[src/rtl/lnb_tone_pkg.sv]
package lnb_tone_pkg;

  typedef enum logic [1:0] {
    DET_IDLE = 2'd0,
    DET_ARM  = 2'd1,
    DET_ON   = 2'd2
  } det_state_e;

  // rounded count of clock cycles for num/den seconds
  function automatic int cycles_of(longint clk_hz, longint num, longint den);
    return int'((clk_hz * num + den / 2) / den);
  endfunction

endpackage

[src/rtl/lnb_pin_sync.sv]
module lnb_pin_sync #(
  parameter int STAGES = 2
) (
  input  logic clk_i,
  input  logic rst_ni,
  input  logic pin_i,
  output logic level_o,
  output logic edge_o
);
  logic [STAGES-1:0] chain_q;
  logic              last_q;

  always_ff @(posedge clk_i or negedge rst_ni) begin
    if (!rst_ni) begin
      chain_q <= '0;
      last_q  <= 1'b0;
    end else begin
      chain_q <= {chain_q[STAGES-2:0], pin_i};
      last_q  <= chain_q[STAGES-1];
    end
  end

  assign level_o = chain_q[STAGES-1];
  assign edge_o  = level_o ^ last_q;

endmodule

[src/rtl/lnb_tone_div.sv]
module lnb_tone_div #(
  parameter int HALF_CYC = 1136
) (
  input  logic clk_i,
  input  logic rst_ni,
  input  logic run_i,
  output logic phase_o
);
  localparam int CW = $clog2(HALF_CYC + 1);

  logic [CW-1:0] cnt_q;
  logic          phase_q;

  always_ff @(posedge clk_i or negedge rst_ni) begin
    if (!rst_ni) begin
      cnt_q   <= '0;
      phase_q <= 1'b1;
    end else if (!run_i) begin
      cnt_q   <= '0;
      phase_q <= 1'b1;
    end else if (cnt_q == CW'(HALF_CYC - 1)) begin
      cnt_q   <= '0;
      phase_q <= ~phase_q;
    end else begin
      cnt_q <= cnt_q + 1'b1;
    end
  end

  assign phase_o = phase_q;


  phase_at_wrap_chk: assert property (@(posedge clk_i) disable iff (!rst_ni)
    (run_i && $past(run_i) && (phase_q != $past(phase_q))) |-> (cnt_q == '0));


  idle_phase_high_chk: assert property (@(posedge clk_i) disable iff (!rst_ni)
    $past(!run_i) |-> phase_q);

endmodule

[src/rtl/lnb_act_det.sv]
module lnb_act_det
  import lnb_tone_pkg::*;
#(
  parameter int START_CYC = 50,
  parameter int HOLD_CYC  = 3000
) (
  input  logic clk_i,
  input  logic rst_ni,
  input  logic en_i,
  input  logic edge_i,
  output logic on_o
);
  localparam int SW = $clog2(START_CYC + 1);
  localparam int HW = $clog2(HOLD_CYC + 1);

  det_state_e    st_q;
  logic [SW-1:0] start_q;
  logic [HW-1:0] hold_q;

  always_ff @(posedge clk_i or negedge rst_ni) begin
    if (!rst_ni) begin
      st_q    <= DET_IDLE;
      start_q <= '0;
      hold_q  <= '0;
    end else if (!en_i) begin
      st_q    <= DET_IDLE;
      start_q <= '0;
      hold_q  <= '0;
    end else begin
      if (edge_i)           hold_q <= HW'(HOLD_CYC - 1);
      else if (hold_q != 0) hold_q <= hold_q - 1'b1;
      unique case (st_q)
        DET_IDLE: if (edge_i) begin
          st_q    <= DET_ARM;
          start_q <= SW'(START_CYC - 1);
        end
        DET_ARM: begin
          if (start_q == '0) st_q <= DET_ON;
          else               start_q <= start_q - 1'b1;
        end
        DET_ON: if (!edge_i && hold_q == '0) st_q <= DET_IDLE;
        default: st_q <= DET_IDLE;
      endcase
    end
  end

  assign on_o = (st_q == DET_ON);


  on_via_arm_chk: assert property (@(posedge clk_i) disable iff (!rst_ni)
    $rose(st_q == DET_ON) |-> ($past(st_q) == DET_ARM));


  edge_keeps_on_chk: assert property (@(posedge clk_i) disable iff (!rst_ni)
    (en_i && edge_i && st_q == DET_ON) |=> (st_q == DET_ON));


  off_when_disabled_chk: assert property (@(posedge clk_i) disable iff (!rst_ni)
    $past(!en_i) |-> (st_q == DET_IDLE));

endmodule

[src/rtl/lnb_tone_ctrl.sv]
module lnb_tone_ctrl
  import lnb_tone_pkg::*;
#(
  parameter longint CLK_HZ  = 50_000_000,
  parameter longint TONE_HZ = 22_000,
  parameter longint START_NS = 1_000,
  parameter longint HOLD_NS  = 60_000
) (
  input  logic clk_i,
  input  logic rst_ni,
  input  logic ten_i,
  input  logic extm_i,
  input  logic lpm_i,
  input  logic dsq_i,
  output logic tone_o,
  output logic tone_on_o
);
  localparam int HALF_CYC  = cycles_of(CLK_HZ, 1, 2 * TONE_HZ);
  localparam int START_CYC = cycles_of(CLK_HZ, START_NS, 1_000_000_000);
  localparam int HOLD_CYC  = cycles_of(CLK_HZ, HOLD_NS, 1_000_000_000);

  logic pin_lvl, pin_edge;
  logic en, env_gate, ext_en, ext_gate, det_on, div_phase;

  lnb_pin_sync #(.STAGES(2)) u_sync (
    .clk_i  (clk_i),
    .rst_ni (rst_ni),
    .pin_i  (dsq_i),
    .level_o(pin_lvl),
    .edge_o (pin_edge)
  );

  assign en       = ten_i & ~lpm_i;
  assign env_gate = en & ~extm_i & pin_lvl;
  assign ext_en   = en & extm_i;

  lnb_tone_div #(.HALF_CYC(HALF_CYC)) u_div (
    .clk_i  (clk_i),
    .rst_ni (rst_ni),
    .run_i  (env_gate),
    .phase_o(div_phase)
  );

  lnb_act_det #(.START_CYC(START_CYC), .HOLD_CYC(HOLD_CYC)) u_det (
    .clk_i (clk_i),
    .rst_ni(rst_ni),
    .en_i  (ext_en),
    .edge_i(pin_edge),
    .on_o  (det_on)
  );

  assign ext_gate  = ext_en & det_on;
  assign tone_o    = (env_gate & div_phase) | (ext_gate & pin_lvl);
  assign tone_on_o = env_gate | ext_gate;


  forced_off_chk: assert property (@(posedge clk_i) disable iff (!rst_ni)
    (lpm_i || !ten_i) |-> (!tone_o && !tone_on_o));


  tone_needs_flag_chk: assert property (@(posedge clk_i) disable iff (!rst_ni)
    tone_o |-> tone_on_o);


  env_latency_chk: assert property (@(posedge clk_i) disable iff (!rst_ni)
    (ten_i && !lpm_i && !extm_i && $past(ten_i && !lpm_i && !extm_i) && tone_on_o)
      |-> $past(dsq_i, 2));

endmodule

[config.mk]
export PLATFORM = sky130hd
export DESIGN_NAME = lnb_tone_ctrl
export DESIGN_NICKNAME = d
export VERILOG_FILES = /design/src/rtl/lnb_tone_pkg.sv /design/src/rtl/lnb_pin_sync.sv /design/src/rtl/lnb_tone_div.sv /design/src/rtl/lnb_act_det.sv /design/src/rtl/lnb_tone_ctrl.sv
export SDC_FILE = /design/constraint.sdc
export NUM_CORES = 1
export LEC_CHECK = 0
export ABC_CLOCK_PERIOD_IN_PS = 3000
export CAP_MARGIN = 20
export CORE_AREA = 2 2 94 51
export CTS_CLUSTER_DIAMETER = 30
export CTS_CLUSTER_SIZE = 40
export DETAILED_ROUTE_END_ITERATION = 8
export DIE_AREA = 0 0 96 53
export DONT_BUFFER_PORTS = 1
export PLACE_DENSITY = 0.64
export SLEW_MARGIN = 10
export SYNTH_ARGS = -nofsm -noshare
export SYNTH_HDL_FRONTEND = slang
export SYNTH_SLANG_ARGS = --single-unit
[constraint.sdc]
create_clock -name clk_i -period 3 [get_ports clk_i]
set_input_delay 0.3 -clock clk_i [delete_from_list [all_inputs] [get_ports clk_i]]
set_output_delay 0.3 -clock clk_i [all_outputs]
set_load 0.01 [all_outputs]
* After elaboration in Yosys (flattened, before gate mapping) *
Cells that the tools add are included.

cells by class
  add/subtract/negate cells = 3
  equality and inequality tests = 10
  mux-type cells = 16
  bitwise logic cells = 13
  reduce and logical (&&, ||, !) cells = 8

operators by type and width
  cell                                                                  count
  12-bit two-way mux                                                    3
  11-bit two-way mux                                                    2
  6-bit two-way mux                                                     3
  12-bit zero test                                                      1
  6-bit one-hot mux with 2 select lines                                 1
  12-bit nonzero test                                                   1
  12-bit by 1-bit subtractor with 12-bit output, second input constant  1
  11-bit by 1-bit adder with 11-bit output, second input constant       1
  11-bit == test, second input constant                                 1
  3-bit by 2-bit != test with 1-bit output, second input constant       3
  2-bit two-way mux                                                     4
  1-bit bitwise AND                                                     7
  6-bit zero test                                                       1
  3-bit by 1-bit != test with 1-bit output, second input constant       2
  2-bit one-hot mux with 3 select lines                                 1
  3-bit AND reduction                                                   2
  6-bit by 1-bit subtractor with 6-bit output, second input constant    1
  3-bit != test, second input constant                                  1
  1-bit inverter                                                        3
  2-bit by 1-bit == test with 1-bit output, second input constant       1
  2-bit == test, second input constant                                  1
  2-bit zero test                                                       1
  1-bit two-way mux                                                     2
  2-bit by 1-bit != test with 1-bit output, second input constant       1
  other kinds (4)                                                       5

storage, ports and cells
  bits in registers = 35
  output and inout bits = 2
  word-level logic and storage cells = 57

* Logic depth before layout (Yosys ltp) *
Gate-level depths: netlist of the first run.

  word-level depth = 6
  mapped depth = 6

* By module *
Synthesis of the first run repeated with hierarchy kept, for this count alone.

second synthesis, totals
  cell total of the unflattened synthesis = 183
  area total of the unflattened synthesis = 1885.6 um^2

by module, submodules not included
  module         instances  cells each  area an instance (um^2)
  lnb_act_det    1          117         1158.6
  lnb_tone_div   1          55          585.6
  lnb_pin_sync   1          4           83.8
  lnb_tone_ctrl  1          7           57.6

* Worst setup path before layout of the first run *
OpenSTA, ideal clock, no wires.

  kind = flip-flop to flip-flop
  start point = register u_div.cnt_q[7]
  end point = register u_div.cnt_q[10]
  setup time = 122 ps
  arrival time = 1487 ps
  setup slack = 1391 ps
  stages on the path, launching flop included = 5
  period minus slack after synthesis = 1609 ps
  cells stage by stage = dfrtp_1 > or4_1 > or3_1 > nand2_2 > nor2_1

between the ends
  longest elaborated chain between the ends = 3
  elaborated cells between the ends (all ways) = 4
  classes of those cells = add/sub: 1; eq/ne: 1; mux: 2

ends and longest elaborated chain
  element                                                                            line                                    RTL
  from (decl)                                                                        lnb_tone_div.sv:11                      logic [CW-1:0] cnt_q;
  from (signal assigned)                                                             lnb_tone_div.sv:25                      cnt_q <= cnt_q + 1'b1;
  11-bit by 1-bit adder with 11-bit output / 11-bit == test (equally long branches)  lnb_tone_div.sv:25, lnb_tone_div.sv:21
  11-bit two-way mux (*)                                                             lnb_tone_div.sv:21                      end else if (cnt_q == CW'(HALF_CYC - 1)) begin
  11-bit two-way mux (*)                                                             lnb_tone_div.sv:18                      end else if (!run_i) begin

Mark *: on every way between the ends. The rest lies on a longest branch, timed or not.
A chain may end at the register's enable or synchronous reset.

* Worst setup path in the final report of the first run *
  start point = register u_sync.chain_q[1]
  end point = output tone_on_o

between the ends
  longest elaborated chain between the ends = 2

ends and longest elaborated chain
  element                 line                 RTL
  from (decl)             lnb_pin_sync.sv:10   logic [STAGES-1:0] chain_q;
  from (signal assigned)  lnb_pin_sync.sv:18   chain_q <= {chain_q[STAGES-2:0], pin_i};
  1-bit bitwise AND       lnb_tone_ctrl.sv:34  assign env_gate = en & ~extm_i & pin_lvl;
  1-bit OR                lnb_tone_ctrl.sv:54  assign tone_on_o = env_gate | ext_gate;
  to (decl)               lnb_tone_ctrl.sv:16  output logic tone_on_o

No other way between the ends.

==> flow_summary_export.csv, run 1 <==
group,metric,value,unit
run_status,status,"finished, final reports clean",
cells_and_area,drive_gt1_share,8.81,%
timing,fmax,0.513,GHz
synth,yosys_warnings,0,
pwr,irDropWorstVdd,0.000283,V
detailed_routing,ant_nets,0,
clocking,insertion_delay,0.29,ns
synth,yosys-top-cells-area,"dfrtp_1, xor2_1, nor2_1",
critical_path,rr_worst_depth,6,
synth,synth_edf_count,0,
timing,period_share,65.0,%
synth,yosysTopAreaCell,"dfrtp_1",
cells_and_area,nNetsFinal,203,
critical_path,r2r_end,"u_det.start_q[5]$_DFFE_PN0P_",
synth,async_reset_ff_share,100,%
critical_path,rrSetupSlack,1.07,ns
place,dp_slack,1.08,ns
cells_and_area,synthToLayoutAreaGrowth,9.71,%
grt,overflow,0,
floorplanning,start_util,43.5,%
timing,fin_skew,0.00749,ns
synth,synthCells,185,
clocking,cts_sinks,35,
detailed_routing,wl,3860,um
timing,fin_crit,1.95,ns
clocking,post_cts_resized,0,
hold_path,hold-path-cell-count,0,
pwr,p_per_area,494,nW/um^2
timing,rsz0062_at_grt,"no",
critical_path,worstPathBufferInverterCount,1,
detailed_routing,drt-wirelength-per-cell,15.5,um
timing,hold_viol_final,0,
grt,grt_pass1_wl,6570,um
timing,setup_ws,1.05,ns
critical_path,crit_arrival,1.65,ns
synth,ys_seq_area_share,47.6,%
clocking,cts_root_buffer,"clkbuf_8",
critical_path,crit_required,2.70,ns
synth,synth.avg_cell_area,9.96,um^2
detailed_routing,firstDrtPassIters,4,
grt,antenna_found_initial,0,
synth,synth_cell_types,44,
grt,grt_start_max_net_pins,36,
floorplanning,core,4230,um^2
pwr,finalPower,0.999,mW
clocking,cts_tree,"done",
timing,slew_headroom,55.8,%
synth,synth_top_cell_area_share,46.2,%
synth,ys_seq_elements,35,
critical_path,worst-path-stages,3,
timing,max_slew.worst_pin.slew,0.663,ns
clocking,cts_max_path_buffers,2,
cells_and_area,num_antenna_cells,0,
critical_path,slowest_delay,0.70,ns
critical_path,crit_chain,"inv_1, or4b_2, nand2_1",
pwr,p_leak,0.908,nW
critical_path,crit_end,"tone_on_o",
timing,setup_violations,0,
floorplanning,rows,17,
floorplanning,ios,8,
critical_path,reg2reg_from,"u_det.start_q[0]$_DFFE_PN0P_",
critical_path,start_kind,"register",
grt,grt_usage,17.8,%
detailed_routing,drc,0,
hold_path,holdCritPathClass,"input pin to register",
critical_path,startpoint,"u_sync.chain_q[1]$_DFF_PN0_",
place,io_buffers,0,
critical_path,endpoint_kind,"output pin",
clocking,ctsHtreeMaxLevel,2,
detailed_routing,num_vias,1419,
critical_path,critical_path_class,"register to output pin",
synth,syn_area,1840,um^2
detailed_routing,post_drt_via_cell_ratio,5.68,
timing,finalMaxSlewViolations,0,
place,routabilityCongestion,0.976,
detailed_routing,drtIter0Drc,165,
timing,fin_tns_setup,0,ns
clocking,cts.clk_slew.worst_paths,0.07,ns
synth,synth-main-ff-cell,"dfrtp_1",
clocking,cts_buffers,5,
floorplanning,die_area,5090,um^2
critical_path,critPathSlowestCell,"or4b_2",
grt,grt_pass1_vias,1374,
flow_run,maxCapViolations,0,
clocking,cts_setup_buffers,0,
floorplanning,fp.dieH,53,um
synth,syn-num-nets,196,
floorplanning,die_w,96,um
critical_path,critPathMaxFanout,4,
critical_path,crit_family,"simple AND/OR/NAND/NOR gates",
place,hpwl,2770,um
cell usage after synthesis, types with 2 or more instances:
| cell | instances |
|---|---|
| xor2_1 | 15 |
| nand2_1 | 17 |
| o21ai_0 | 5 |
| nor2b_1 | 3 |
| a21oi_1 | 10 |
| nand3b_1 | 2 |
| nand3_1 | 11 |
| nor4b_1 | 3 |
| and3_1 | 3 |
| nor4_4 | 2 |
| and4_1 | 3 |
| nor2_1 | 19 |
| a31oi_1 | 3 |
| ha_1 | 5 |
| or4_1 | 3 |
| nand4_1 | 3 |
| nor4_1 | 2 |
| dfrtp_1 | 34 |
| o31ai_1 | 2 |
| xnor2_1 | 3 |
| nor3_1 | 6 |
| clkbuf_1 | 3 |
| and3b_1 | 2 |
| inv_1 | 6 |
layout make-up:
type | instances | area [um^2]
clock buffer | 7 | 76.3
clock inverter | 1 | 5.00
fill | 367 | 2210
inverter | 6 | 22.5
multi-input combinational | 141 | 932
sequential | 35 | 877
tap | 57 | 71.3
timing repair buffer | 3 | 37.5
power by group:
| part | internal [mW] | switching, mW |
|---|---|---|
| Combinational | 0.0692 | 0.0996 |
| Sequential | 0.485 | 0.0173 |
| Clock | 0.163 | 0.165 |
| Total | 0.717 | 0.282 |
cells by family (layout without fill, tap and decap cells):
logic type	count (synthesis)	in the layout	synth area share, %
multiplexers	1	1	0.543
AND/OR/NAND/NOR	88	88	28.1
AO/OA/AOI/OAI	29	29	9.98
adder cells (fa/ha/maj)	5	5	3.39
buffers and inverters	9	17	1.83
XOR/XNOR	18	18	8.55
flip-flops	35	35	47.6
state kept, by name (all words and copies together), names as in the netlist:
| signal | flops |
|---|---|
| u_det.hold_q | 12 |
| u_sync.last_q | 1 |
| u_det.start_q | 6 |
| u_div.phase_o | 1 |
| u_det.st_q | 2 |
| u_div.cnt_q | 11 |
| u_sync.chain_q | 2 |
how the worst min path moves through the flow:
stage / startpoint / to / slack [ns]
floorplan: rst_ni / u_det.hold_q[0]$_DFFE_PN0P_ / 0.004
global placement: rst_ni / u_det.hold_q[0]$_DFFE_PN0P_ / 0.005
CTS: dsq_i / u_sync.chain_q[0]$_DFF_PN0_ / 0.02
finish: dsq_i / u_sync.chain_q[0]$_DFF_PN0_ / 0.03
detailed placement: rst_ni / u_det.hold_q[0]$_DFFE_PN0P_ / 0.005
global route: dsq_i / u_sync.chain_q[0]$_DFF_PN0_ / 0.02
cells in the final DEF, fill, tap and decap left out, types with 2 or more instances in the layout:
cell      instances
dfrtp_1          34
nor2b_1           3
nand2_1          17
and3b_1           2
ha_1              5
nand3b_1          2
nor4_1            2
nor4b_1           3
inv_1             6
nand3_1          11
nor3_1            6
o21ai_0           5
and4_1            3
xnor2_1           3
a21oi_1          10
nand4_1           3
nor2_1           19
or4_1             3
o31ai_1           2
clkbuf_1          2
xor2_1           15
clkbuf_8          5
a31oi_1           3
and3_1            3
nor4_4            2
metrics by stage:
| stage | hold slack (ns) | std cells | utilization, % | cell area (um^2) |
|---|---|---|---|---|
| after global routing | 0.0162 | 250 | 47.8 | 2020 |
| after global placement | 0.00500 | 240 | 45.1 | 1910 |
| after CTS | 0.0248 | 250 | 47.8 | 2020 |
| after floorplan | 0.00441 | 185 | - | 1840 |
| after detailed placement | 0.00490 | 240 | 45.1 | 1910 |
| final | 0.0333 | 250 | 47.8 | 2020 |
metal layers:
layer	up-vias	GRT usage, %	routed length, um
met2	50	22.6	1580
li1	680	-	-
met5	-	0	0
met3	2	6.84	188
met1	687	26.3	2080
met4	0	7.62	21
timing repair:
| item | CTS | global route |
|---|---|---|
| hold endpoints to repair | 35 | 0 |
| hold buffers | 2 | 0 |
| endpoints found under the setup margin | 0 | 0 |
No activity file was read; power rests on OpenSTA's default activity.
==> inputs of run 2 (changes only) <==
- ABC_AREA: not set -> 1
- ABC_CLOCK_PERIOD_IN_PS: 3000 -> 2000
- CORE_AREA: 2 2 94 51 -> 2 2 99 53
- DIE_AREA: 0 0 96 53 -> 0 0 101 55
- PLACE_DENSITY: 0.64 -> 0.65
- clock period: 3 -> 2 ns (I/O delays scaled with it)
==> flow_summary_export.csv, run 2 <==
group,metric,value,unit
critical_path,endpoint_kind,"output pin",
cells_and_area,layout_common_cells,"nand2_1, nor2_1, dfrtp_1",
hold_path,holdPathEnd,"u_div.phase_o$_DFFE_PN1P_",
cells_and_area,top_regs,"u_det.hold_q (12), u_div.cnt_q (11), u_det.start_q (6)",
pwr,p_leak,1.15,nW
hold_path,hold-path-cell-count,3,
clocking,cts_max_path_buffers,2,
synth,syn_area,2060,um^2
critical_path,crit_arrival,1.44,ns
place,hpwl,3370,um
synth,synth_cell_types,36,
synth,syn-num-nets,278,
clocking,insertion_delay,0.28,ns
synth,synth_top_cell_area_share,41.3,%
critical_path,crit_family,"flip-flops",
floorplanning,core,4730,um^2
timing,fin_skew,0.00426,ns
synth,synth_most_common_cell,"nand2_1",
detailed_routing,drtIter0Drc,157,
synth,ys_seq_elements,35,
synth,async_reset_ff_share,100,%
detailed_routing,wl,4400,um
grt,antenna_found_initial,0,
critical_path,reg2reg_from,"u_det.hold_q[0]$_DFFE_PN0P_",
timing,hold_viol_final,0,
critical_path,crit_chain,"inv_2, nor3_2, inv_1, o22ai_1",
critical_path,rr_worst_depth,9,
timing,rsz0062_at_grt,"no",
detailed_routing,post_drt_via_cell_ratio,5.07,
clocking,cts_sinks,35,
floorplanning,ios,8,
clocking,cts_root_buffer,"clkbuf_8",
critical_path,start_kind,"register",
grt,grt_pass1_wl,7410,um
cells_and_area,drive_gt1_share,15.2,%
timing,max_slew.worst_pin.slew,0.309,ns
pwr,irDropWorstVdd,0.000329,V
place,io_buffers,0,
pwr,p_per_area,665,nW/um^2
timing,finalMaxSlewViolations,0,
cells_and_area,final_common_cell,"nand2_1",
critical_path,r2r_end,"u_det.hold_q[1]$_DFFE_PN0P_",
timing,period_share,81.8,%
floorplanning,fp.dieH,55,um
synth,ys_seq_area_share,42.6,%
synth,synth-main-ff-cell,"dfrtp_1",
floorplanning,die_w,101,um
clocking,ctsHtreeMaxLevel,2,
detailed_routing,drc,0,
grt,grt_start_max_net_pins,36,
synth,synthCells,267,
critical_path,crit_required,1.80,ns
cells_and_area,multiInputGateArea,1030,um^2
clocking,cts_buffers,5,
floorplanning,start_util,43.5,%
synth,yosysTopAreaCell,"dfrtp_1",
detailed_routing,ant_nets,0,
clocking,cts_tree,"done",
grt,grt_pass1_vias,1479,
place,routabilityCongestion,0.922,
detailed_routing,num_vias,1710,
timing,fin_tns_setup,0,ns
synth,yosys_warnings,0,
detailed_routing,firstDrtPassIters,5,
hold_path,min_from,"extm_i",
timing,slew_headroom,79.7,%
grt,overflow,0,
synth,ys_top_cells_by_count,"nand2_1, nor2_1, dfrtp_1",
place,dp.cells,326,
synth,synth_edf_count,0,
grt,grt_usage,18.2,%
clocking,post_cts_resized,0,
critical_path,slowest_delay,0.37,ns
critical_path,worstPathBufferInverterCount,2,
clocking,cts.clk_slew.worst_paths,0.07,ns
timing,fmax,0.612,GHz
synth,synth.avg_cell_area,7.71,um^2
critical_path,critPathMaxFanout,6,
detailed_routing,drt-wirelength-per-cell,13.1,um
timing,setup_violations,0,
cells_and_area,nFillCells,470,
floorplanning,die_area,5560,um^2
cells_and_area,stdcell_count,337,
clocking,cts_setup_buffers,0,
cells_and_area,largest_reg_flops,12,
timing,fin_crit,1.64,ns
synth,yosys-top-cells-area,"dfrtp_1, nand2_1, nor2_1",
cells_and_area,regArea,877,um^2
cells_and_area,nNetsFinal,287,
flow_run,maxCapViolations,0,
cells_and_area,synthToLayoutAreaGrowth,9.30,%
cells_and_area,num_antenna_cells,0,
hold_path,holdCritPathClass,"input pin to register",
critical_path,critPathSlowestCell,"dfrtp_1",
cells_and_area,regMostFlops,"u_det.hold_q",
critical_path,critical_path_class,"register to output pin",
pwr,finalPower,1.50,mW
critical_path,rrSetupSlack,0.44,ns
floorplanning,rows,18,
run_status,status,"finished, final reports clean",
run 2: changes by cell type after synthesis, moves of 6 or more:
| cell | before | now |
|---|---|---|
| nor2_1 | 19 | 45 |
| nor2_2 | 0 | 6 |
| xor2_1 | 15 | 4 |
| inv_1 | 6 | 27 |
| nand3_1 | 11 | 20 |
| nand2_1 | 17 | 60 |
| nand2_2 | 1 | 7 |
| inv_2 | 0 | 6 |
run 2: layout make-up:
| cell class | instances | share of cell area (%) |
|---|---|---|
| multi-input cells | 195 | 45.9 |
| well taps | 60 | 3.34 |
| repair buffers | 3 | 1.78 |
| clock buffers | 7 | 3.39 |
| flip-flops and latches | 35 | 39.0 |
| inverters | 36 | 6.34 |
| clock inverters | 1 | 0.222 |
run 2: per-layer routing:
metal	share of wire (%)	global-route usage (%)	up-vias
met2	32	20.1	61
met4	1.1	6.08	0
li1	-	-	870
met5	0	0	-
met1	59	30.3	774
met3	7.9	5.53	5
run 2: per-stage QoR:
stage | utilization (%) | area, um^2 | hold slack, ns | setup slack (ns)
global placement | 45.0 | 2130 | -0.0949 | 0.450
CTS | 47.6 | 2250 | 0.146 | 0.358
detailed placement | 45.0 | 2130 | -0.0948 | 0.477
floorplan | - | 2060 | -0.0956 | 0.718
global route | 47.6 | 2250 | 0.161 | 0.219
finish | 47.6 | 2250 | 0.151 | 0.365
run 2: report_power, final:
part,switching [mW],internal (mW),total [mW]
Clock,0.240,0.244,0.484
Combinational,0.174,0.0885,0.262
Sequential,0.0211,0.729,0.750
run 2: cell families after synthesis:
kind of cell / synth area share (%)
DFF: 42.6
xor gates and xnor gates: 2.55
adders and majority gates: 3.04
buffers and inverters: 7.17
and+or+nand+nor: 38.4
AOI/OAI and AO/OA: 6.26
run 2: worst max path at each step:
stage	from	endpoint	cells past startpoint
after global placement	u_det.hold_q[0]$_DFFE_PN0P_	u_det.hold_q[1]$_DFFE_PN0P_	9
after floorplan	u_div.cnt_q[0]$_DFF_PN0_	u_div.cnt_q[3]$_DFF_PN0_	8
final	u_sync.chain_q[1]$_DFF_PN0_	tone_o	4
after global routing	u_sync.chain_q[1]$_DFF_PN0_	tone_o	4
after detailed placement	u_det.hold_q[0]$_DFFE_PN0P_	u_det.hold_q[1]$_DFFE_PN0P_	9
after CTS	u_sync.chain_q[1]$_DFF_PN0_	tone_o	4
run 2: repair_timing:
action / CTS / global route
setup endpoints to repair: 0 / 0
hold buffers: 3 / 0
hold endpoints to repair: 36 / 0
run 2: worst reg2reg max path: cells and delay by family (launching register included):
family	cells	cell delay, ns
DFF	1	0.37
adders and majority gates	1	0.23
buffers and inverters	2	0.24
and+or+nand+nor	6	0.61
